--- config.mk ---
export PLATFORM = sky130hd
export DESIGN_NAME = baud_tick_gen
export DESIGN_NICKNAME = d
export VERILOG_FILES = /design/src/rtl/baud_pkg.sv /design/src/rtl/baud_regs.sv /design/src/rtl/baud_div_cnt.sv /design/src/rtl/baud_osr_cnt.sv /design/src/rtl/baud_tick_gen.sv
export SDC_FILE = /design/constraint.sdc
export NUM_CORES = 1
export LEC_CHECK = 0
export ABC_AREA = 1
export BUFFER_PORTS_ARGS = -buffer_cell sky130_fd_sc_hd__buf_2
export CAP_MARGIN = 20
export CELL_PAD_IN_SITES_DETAIL_PLACEMENT = 0
export CELL_PAD_IN_SITES_GLOBAL_PLACEMENT = 1
export CORE_MARGIN = 2
export CORE_UTILIZATION = 49
export DETAILED_ROUTE_END_ITERATION = 12
export PLACE_DENSITY = 0.93
export SYNTH_ARGS = -nofsm -noshare
export SYNTH_HDL_FRONTEND = slang
export SYNTH_SLANG_ARGS = --single-unit
--- constraint.sdc ---
create_clock -name clk -period 4.3 [get_ports clk]
set_input_delay 0.215 -clock clk [delete_from_list [all_inputs] [get_ports clk]]
set_output_delay 0.215 -clock clk [all_outputs]
set_load 0.05 [all_outputs]
--- src/rtl/baud_pkg.sv ---
package baud_pkg;

    localparam int OSR_FIELD_W = 5;
    localparam int RATIO_W     = OSR_FIELD_W + 1;
    localparam int ACCESS_BIT  = 7;

    typedef enum logic [1:0] {
        SEL_DIV_LO = 2'd0,
        SEL_DIV_HI = 2'd1,
        SEL_CTRL   = 2'd2,
        SEL_OSR    = 2'd3
    } reg_sel_e;

    // Oversampling field decode: 0 -> 32, 1..8 -> 8, otherwise the field itself
    function automatic logic [RATIO_W-1:0] osr_ratio(input logic [OSR_FIELD_W-1:0] f);
        if (f == '0)
            return RATIO_W'(32);
        else if (f <= OSR_FIELD_W'(8))
            return RATIO_W'(8);
        else
            return {1'b0, f};
    endfunction

endpackage

--- src/rtl/baud_regs.sv ---
module baud_regs
    import baud_pkg::*;
#(
    parameter int DATA_W  = 8,
    parameter int RST_DIV = 1,
    parameter int RST_OSR = 0,
    localparam int DIV_W  = 2 * DATA_W
) (
    input  logic                   clk,
    input  logic                   rst_n,
    input  logic                   wr_en,
    input  logic [1:0]             wr_addr,
    input  logic [DATA_W-1:0]      wr_data,
    output logic [DIV_W-1:0]       divisor,
    output logic [OSR_FIELD_W-1:0] osr_field,
    output logic                   access,
    output logic                   reload
);

    typedef struct packed {
        logic [DATA_W-1:0]      lo;
        logic [DATA_W-1:0]      hi;
        logic                   acc;
        logic [OSR_FIELD_W-1:0] fld;
    } cfg_t;

    localparam logic [DIV_W-1:0] RST_DIV_V = DIV_W'(RST_DIV);

    cfg_t cfg_d, cfg_q;
    logic reload_d;

    always_comb begin
        cfg_d    = cfg_q;
        reload_d = 1'b0;
        if (wr_en) begin
            unique case (reg_sel_e'(wr_addr))
                SEL_DIV_LO: if (cfg_q.acc) begin
                    cfg_d.lo = wr_data;
                    reload_d = 1'b1;
                end
                SEL_DIV_HI: if (cfg_q.acc) begin
                    cfg_d.hi = wr_data;
                    reload_d = 1'b1;
                end
                SEL_CTRL: cfg_d.acc = wr_data[ACCESS_BIT];
                SEL_OSR: begin
                    cfg_d.fld = wr_data[OSR_FIELD_W-1:0];
                    reload_d  = 1'b1;
                end
                default: ;
            endcase
        end
    end

    always_ff @(posedge clk or negedge rst_n) begin
        if (!rst_n) begin
            cfg_q.lo  <= RST_DIV_V[DATA_W-1:0];
            cfg_q.hi  <= RST_DIV_V[DIV_W-1:DATA_W];
            cfg_q.acc <= 1'b0;
            cfg_q.fld <= OSR_FIELD_W'(RST_OSR);
        end else begin
            cfg_q <= cfg_d;
        end
    end

    assign divisor   = {cfg_q.hi, cfg_q.lo};
    assign osr_field = cfg_q.fld;
    assign access    = cfg_q.acc;
    assign reload    = reload_d;

endmodule

--- src/rtl/baud_div_cnt.sv ---
module baud_div_cnt #(
    parameter int DIV_W = 16
) (
    input  logic             clk,
    input  logic             rst_n,
    input  logic             reload,
    input  logic [DIV_W-1:0] divisor,
    output logic             tick,
    output logic [DIV_W-1:0] count,
    output logic [DIV_W-1:0] div_eff
);

    typedef struct packed {
        logic [DIV_W-1:0] cnt;
    } pre_t;

    pre_t pre_d, pre_q;

    // zero divisor is run as one so the tick never stops
    assign div_eff = (divisor == '0) ? DIV_W'(1) : divisor;
    assign tick    = (pre_q.cnt == div_eff - DIV_W'(1));

    always_comb begin
        pre_d = pre_q;
        if (reload)
            pre_d.cnt = '0;
        else if (tick)
            pre_d.cnt = '0;
        else
            pre_d.cnt = pre_q.cnt + DIV_W'(1);
    end

    always_ff @(posedge clk or negedge rst_n) begin
        if (!rst_n)
            pre_q <= '0;
        else
            pre_q <= pre_d;
    end

    assign count = pre_q.cnt;

endmodule

--- src/rtl/baud_osr_cnt.sv ---
module baud_osr_cnt
    import baud_pkg::*;
(
    input  logic                   clk,
    input  logic                   rst_n,
    input  logic                   reload,
    input  logic                   tick,
    input  logic [OSR_FIELD_W-1:0] osr_field,
    output logic                   bit_stb,
    output logic                   mid_stb,
    output logic [RATIO_W-1:0]     count,
    output logic [RATIO_W-1:0]     ratio
);

    typedef struct packed {
        logic [RATIO_W-1:0] cnt;
    } smp_t;

    smp_t smp_d, smp_q;
    logic [RATIO_W-1:0] half;
    logic               last;

    assign ratio = osr_ratio(osr_field);
    assign half  = ratio >> 1;
    assign last  = (smp_q.cnt == ratio - RATIO_W'(1));

    always_comb begin
        smp_d = smp_q;
        if (reload)
            smp_d.cnt = '0;
        else if (tick)
            smp_d.cnt = last ? '0 : smp_q.cnt + RATIO_W'(1);
    end

    always_ff @(posedge clk or negedge rst_n) begin
        if (!rst_n)
            smp_q <= '0;
        else
            smp_q <= smp_d;
    end

    assign bit_stb = tick && last;
    assign mid_stb = tick && (smp_q.cnt == half - RATIO_W'(1));
    assign count   = smp_q.cnt;

endmodule

--- src/rtl/baud_tick_gen.sv ---
module baud_tick_gen
    import baud_pkg::*;
#(
    parameter int DATA_W  = 8,
    parameter int RST_DIV = 1,
    parameter int RST_OSR = 0
) (
    input  logic              clk,
    input  logic              rst_n,
    input  logic              wr_en,
    input  logic [1:0]        wr_addr,
    input  logic [DATA_W-1:0] wr_data,
    output logic              sample_stb,
    output logic              mid_stb,
    output logic              bit_stb
);

    localparam int DIV_W = 2 * DATA_W;

    logic [DIV_W-1:0]       divisor;
    logic [DIV_W-1:0]       div_eff;
    logic [DIV_W-1:0]       pre_cnt;
    logic [OSR_FIELD_W-1:0] osr_field;
    logic [RATIO_W-1:0]     smp_cnt;
    logic [RATIO_W-1:0]     ratio;
    logic                   access;
    logic                   reload;
    logic                   tick;

    baud_regs #(
        .DATA_W (DATA_W),
        .RST_DIV(RST_DIV),
        .RST_OSR(RST_OSR)
    ) u_regs (
        .clk      (clk),
        .rst_n    (rst_n),
        .wr_en    (wr_en),
        .wr_addr  (wr_addr),
        .wr_data  (wr_data),
        .divisor  (divisor),
        .osr_field(osr_field),
        .access   (access),
        .reload   (reload)
    );

    baud_div_cnt #(
        .DIV_W(DIV_W)
    ) u_div (
        .clk    (clk),
        .rst_n  (rst_n),
        .reload (reload),
        .divisor(divisor),
        .tick   (tick),
        .count  (pre_cnt),
        .div_eff(div_eff)
    );

    baud_osr_cnt u_osr (
        .clk      (clk),
        .rst_n    (rst_n),
        .reload   (reload),
        .tick     (tick),
        .osr_field(osr_field),
        .bit_stb  (bit_stb),
        .mid_stb  (mid_stb),
        .count    (smp_cnt),
        .ratio    (ratio)
    );

    assign sample_stb = tick;

endmodule

==> results of run 1 <==
## cell usage after synthesis
library cell	instances	share of area [%]
nand2_1	129	15
buf_6	1	0.34
nand3_1	38	5.7
nor2_4	12	4.1
xnor2_1	12	3.2
nor3_1	5	0.76
nor2_2	7	1.3
nand2b_1	1	0.19
xor2_1	21	5.6
dfstp_2	1	0.79
inv_2	2	0.23
clkbuf_1	6	0.68
ha_1	6	2.3
or2_2	2	0.38
and2_1	2	0.38
nor2_1	59	6.7
o21ai_1	1	0.15
nand2_4	2	0.68
o2111ai_1	1	0.26
o21bai_2	1	0.34
nand3_2	2	0.60
a21o_1	1	0.23
nand4_1	13	2.5
nand3_4	1	0.53
nand3b_1	1	0.23
a21oi_1	4	0.60
nand2_2	7	1.3
dfrtp_1	43	32
buf_12	1	0.60
nor4_1	1	0.19
o21ai_0	34	5.1
inv_1	62	7.0
## kinds of logic after synthesis
logic type               Yosys count
AO/OA/AOI/OAI                     42
adder cells (fa/ha/maj)            6
buffers and inverters             72
XOR/XNOR                          33
flip-flops                        44
AND/OR/NAND/NOR                  282
## stage by stage
stage	std cells	instance area, µm²	hold WS, ns	power [W]
after detailed placement	563	3431	0.4592	0.001419
after global routing	573	3576	0.1849	0.001912
after CTS	571	3546	0.1133	0.001759
final	573	3576	0.1682	0.001757
after floorplan	479	3313	-0.08059	0.001226
after global placement	563	3431	0.4432	0.001409
## registers in the layout (all words and copies together), names as in the netlist
name,cells
u_div.count,16
u_regs.access,1
u_regs.osr_field,5
u_regs.divisor,16
u_osr.count,6
## worst min-delay path: stages
cell     delay, ns
buf_2         0.09
inv_1         0.05
o21ai_0       0.07
## what timing repair did
action,CTS,global route
endpoints found under the hold margin,0,14
gates resized for setup,0,0
hold buffers,0,1
## cells in the final DEF (no fill, tap or decap), types with 4 or more instances in the layout
master,Yosys,layout
clkbuf_8,0,5
xnor2_1,12,12
a21oi_1,4,4
nor2_1,59,59
nor2_2,7,7
ha_1,6,6
inv_1,62,62
nand2_1,129,129
dfrtp_1,43,43
nand2_2,7,7
nand3_1,38,38
nand4_1,13,13
o21ai_0,34,34
buf_2,0,15
nor3_1,5,5
nor2_4,12,12
xor2_1,21,21
## power by group through the flow
| stage | logic, W | clock network [W] | registers, W |
|---|---|---|---|
| finish | 0.000817 | 0.000332 | 0.000608 |
| global route | 0.000938 | 0.000355 | 0.000619 |
| CTS | 0.000809 | 0.000344 | 0.000606 |
| detailed placement | 0.000805 | 0 | 0.000613 |
| global placement | 0.000794 | 0 | 0.000615 |
| floorplan | 0.000651 | 0 | 0.000576 |
## metal layers
metal | vias to the layer above | global-route usage, % | wire length (µm)
li1 | 1538 | - | -
met1 | 1340 | 32.80 | 3869
met2 | 50 | 35.80 | 3471
met3 | 2 | 3.524 | 325
met4 | 0 | 4.830 | 31
met5 | - | 0 | 0
## worst paths after layout
kind / to / slack [ns] / depth (start not counted)
max: bit_stb / 0.90 / 16
min: u_regs.divisor[6] / 0.17 / 3
max reg2reg: u_div.count[2] / 1.20 / 19
min reg2reg: u_regs.access / 0.50 / 2
max in group asynchronous: u_regs.divisor[0] / 3.39 / 3
min in group asynchronous: u_div.count[1] / 0.36 / 2
## final cells by class
cell class	instances	area, µm²
multi-input cells	363	1917
clock buffers	5	68.82
inverters	64	240.2
fillers	644	2883
repair buffers	17	105.1
flip-flops and latches	44	1102
well taps	77	96.34
clock inverters	3	46.29
==> out/results.ini, run 1 <==
[place]
place_hpwl_um = 6012
numPortBuffers = 15
globalplace.congestion = 0.9444
place_ws_ns = 1.247

[global_routing]
grt_overflow = 0
grt_start_max_net_pins = 45
grt_pass1_vias = 2766
grt_pass1_wl_um = 13260
grt_usage_pct = 22.54
grt_antenna_before_repair = 0

[finish]
area_delta_synth_final_pct = 7.931
final_nets = 514
antenna_cells = 0
layout-drive-gt1-share_pct = 12.30
finish.utilization_pct = 55.37

[power]
internal-power_w = 0.0009586
switching_share_pct = 45.43
p_leak_nw = 1.778
pwr-share-clk_pct = 18.9
p_per_area_nw_per_um2 = 491.3
ir_drop_v = 0.0002269
p_seq_share_pct = 34.6
switchingPower_w = 0.0007981
combPwrFrac_pct = 46.5

[worst_setup_path]
cp_top_family = simple AND/OR/NAND/NOR gates
path_buf_inv = 2
worstSetupStartpointType = flip-flop
worstPathArrival_ns = 3.19
end_kind = primary output
startpoint = u_regs.divisor[7]
crit_chain = nor2_1 > nand2_1 > nor2_4 > nand2_2 > nand2_2 > inv_2 > ha_1 > nand2_2 > nor2_1 > nand2_1 > xor2_1 > nand4_1 > nor2_1 > nand3_1 > nor3_1 > buf_2
worstReg2RegStart = u_regs.divisor[7]
required_ns = 4.09
worstSetupPathType = reg -> out
critical_path_peak_fanout = 11
crit_path_max_incr_delay_ns = 0.46
cpMaxStageDelayCell = dfrtp_1

[die]
die_h_um = 86.23
die_width_um = 86.23
start_util_pct = 51.30
die-area_um2 = 7436
rows = 29
core-area_um2 = 6459
io-pin-count = 16

[clock_network]
cts.htree.levels = 2
cts_sinks = 44
cts.path.max_buffers = 2
cts_tree = built
postCtsSetupRepairBufs = 0
clk_pin_slew_ns = 0.09
clock_latency_ns = 0.30
cts_root_buf = clkbuf_8
cts_buffers = 5

[hold_path]
hold_class = in -> reg
worstHoldStart = wr_data[6]

[synthesis]
netlist_instances = 479
syn_nets = 498
synthSimpleGateAreaFrac_pct = 40.14
synth_cell_type_count = 32
synth_warnings = 0
synth_compound_area_share_pct = 6.722
synth_xor_area_share_pct = 8.724
ys_seq_area_share_pct = 33.27
synth.area.mux_share_pct = 0
avgSynthCellArea_um2 = 6.917
yosys_register_bits = 44
synth_top_family_by_area = simple AND/OR/NAND/NOR gates
synthAdderAreaFrac_pct = 2.266
synth.cell_area_um2 = 3313

[run_status]
status = complete, no violations

[job]
drv_cap = 0

[drt]
wl_per_cell_um = 13.43
wirelength_um = 7698
dr.first_iter.drc_count = 141
vias = 2930
dr.pass1.iters = 4
avgViaCountPerCell = 5.113
drc = 0
final_antenna_net_count = 0

[timing]
fin_skew_ns = 0.005501
fin_crit_sh_pct = 79.07
fin_ws_ns = 0.9000
fin_crit_ns = 3.400
setup_viol = 0
slew_violations = 0
tns_ns = 0
grt_setup_unrepaired = no
max_slew_margin_pct = 66.45
final-hold-violation-count = 0
max_freq_mhz = 294.1
worst_pin_slew_ns = 0.5019

No activity file was read; power rests on OpenSTA's default activity.
==> run 2, diff against run 1 <==
CORE_UTILIZATION = 45   (was 49)
PLACE_DENSITY = 0.87   (was 0.93)
clock period = 3.3 ns   (was 4.3 ns; I/O delays follow)
==> run 2 against run 1 <==
Clock power grew 33%. Largest cell class unchanged. Final area grew 8.3%. Sequential share of layout area shrank 2.0 points. Combinational power grew 54%. Die area grew 8.5%. Global-route usage shrank 2.3 points. Critical path type unchanged. Critical path depth shrank 1.
==> out/results.ini, run 2 (synthesized netlist as in run 1, its figures left out) <==
[timing]
whs_ns = 0.1161
final-hold-violation-count = 0
fin_crit_ns = 3.084
fin_skew_ns = 0.008423
slew_violations = 0
setup_viol = 0
worst_pin_slew_ns = 0.4934
fin_crit_sh_pct = 93.44
max_slew_margin_pct = 67.11
max_freq_mhz = 324.3

[job]
drv_cap = 0

[clock_network]
cts.htree.levels = 2
cts_buffers = 5
cts_tree = built
cts_sinks = 44
clk_pin_slew_ns = 0.09
cts_root_buf = clkbuf_8
clock_latency_ns = 0.31
cts.path.max_buffers = 2

[worst_setup_path]
crit_cells = 15
startpoint = u_regs.divisor[6]
crit_chain = nor2_4 > nand2_4 > nor2_4 > nand2_4 > nand2_4 > inv_2 > ha_2 > xor2_1 > o21ai_0 > inv_1 > nand4_1 > nor2_1 > nand3_1 > nor3_2 > buf_4
worstSetupStartpointType = flip-flop
crit_end = mid_stb
cp_top_family = simple AND/OR/NAND/NOR gates
r2r-end = u_osr.count[5]
worstSetupPathType = reg -> out
worstReg2RegStart = u_regs.divisor[6]
worstPathArrival_ns = 2.92
critical_path_peak_fanout = 8
path_buf_inv = 3
r2r_slack_ns = 0.51
end_kind = primary output
required_ns = 3.13
ff2ff_path_depth = 20
cpMaxStageDelayCell = dfrtp_2
cpMostUsedCell = nand2_4
crit_path_max_incr_delay_ns = 0.46

[drt]
wirelength_um = 8114
drc = 0
final_antenna_net_count = 0
wl_per_cell_um = 13.15
avgViaCountPerCell = 4.945
dr.pass1.iters = 5
vias = 3051
dr.first_iter.drc_count = 232

[global_routing]
grt_pass1_wl_um = 13480
grt_antenna_before_repair = 0
grt_pass1_vias = 2780
grt_start_max_net_pins = 45
grt_usage_pct = 20.24
grt_overflow = 0

[place]
globalplace.congestion = 0.8501
numPortBuffers = 15
place_hpwl_um = 6036

[finish]
antenna_cells = 0
area_delta_synth_final_pct = 16.88
final_cell_mix = nand2_1, inv_1, nor2_1, nand3_1
layout_commonest_cell = nand2_1
final_nets = 536
layout-drive-gt1-share_pct = 20.66
finish.utilization_pct = 53.97

[die]
die_h_um = 89.81
io-pin-count = 16
start_util_pct = 46.17
rows = 31
die-area_um2 = 8065
die_width_um = 89.81
core-area_um2 = 7176

[run_status]
status = complete, no violations

[power]
p_leak_nw = 1.899
ir_drop_v = 0.0003379
p_per_area_nw_per_um2 = 644.5

[hold_path]
hold_class = in -> reg

run 2: cell count changes in the layout (fill, tap and decap cells not counted), sizes merged:
cell | before | now
clkbuf | 5 | 6
buf | 16 | 37
run 2: layer usage:
metal | share of wire (%) | track usage (%) | vias to the layer above
li1 | - | - | 1584
met1 | 49 | 28.95 | 1404
met2 | 47 | 33.14 | 56
met3 | 3.0 | 2.766 | 7
met4 | 1.0 | 3.974 | 0
met5 | 0 | 0 | -
run 2: worst min-delay path by stage:
stage / from / endpoint / slack, ns / cells past startpoint
6_report: wr_data[6] / u_regs.divisor[14] / 0.12 / 3
5_1_grt: wr_data[6] / u_regs.divisor[14] / 0.13 / 3
4_1_cts: rst_n / u_div.count[8] / 0.06 / 1
3_5_place_dp: rst_n / u_div.count[3] / 0.40 / 1
3_3_place_gp: rst_n / u_div.count[3] / 0.39 / 1
2_1_floorplan: rst_n / u_div.count[0] / -0.13 / 0
run 2: cell type report:
class	instances	area, µm²
Clock buffer	5	68.82
Clock inverter	3	46.29
Fill cell	699	3303
Tap cell	99	123.9
Multi-Input combinational cell	363	1994
Inverter	64	242.7
Timing Repair Buffer	39	281.5
Sequential cell	44	1115
run 2: stage by stage:
stage                     instance area [µm²]  cells  worst slack [ns]  TNS (ns)  power (W)
after floorplan                          3313    479          0.005217         0   0.001598
after global routing                     3872    617          -0.04359  -0.06042   0.002704
after detailed placement                 3466    586            0.2331         0   0.001848
final                                    3872    617            0.2164         0   0.002496
after global placement                   3466    586            0.2554         0   0.001841
after CTS                                3593    594          0.002815         0   0.002301
run 2: timing repair:
| item | 4_1_cts | 5_1_grt |
|---|---|---|
| resized for setup | 5 | 33 |
| pin swaps | 0 | 10 |
| buffers inserted | 0 | 21 |
| endpoints found under the hold margin | 0 | 18 |
| setup endpoints to repair | 3 | 13 |
| hold buffers | 0 | 1 |
run 2: worst register-to-register path, cell delays in order, from the launching register on:
cell and delay (ns):
dfrtp_2 0.46, nor2_4 0.15, nand2_4 0.08, nor2_4 0.15, nand2_4 0.11, nand2_4 0.08, inv_2 0.04, ha_2 0.20
nand2_4 0.12, inv_4 0.06, nand2_1 0.07, nand2_1 0.07, nand2_2 0.09, nand2_1 0.05, nand2_1 0.10, nand2_1 0.06
nor2_1 0.13, nand2_1 0.09, nor2_1 0.37, nand4_1 0.16, nand2_1 0.09
run 2: power breakdown:
| part | switching (W) | leakage, nW | total (W) | internal, W |
|---|---|---|---|---|
| clock | 0.000212 | 0.0548 | 0.000440 | 0.000228 |
| combinational | 0.000759 | 1.28 | 0.00126 | 0.000505 |
| sequential | 0.000143 | 0.564 | 0.000791 | 0.000648 |
| total | 0.00111 | 1.90 | 0.00250 | 0.00138 |
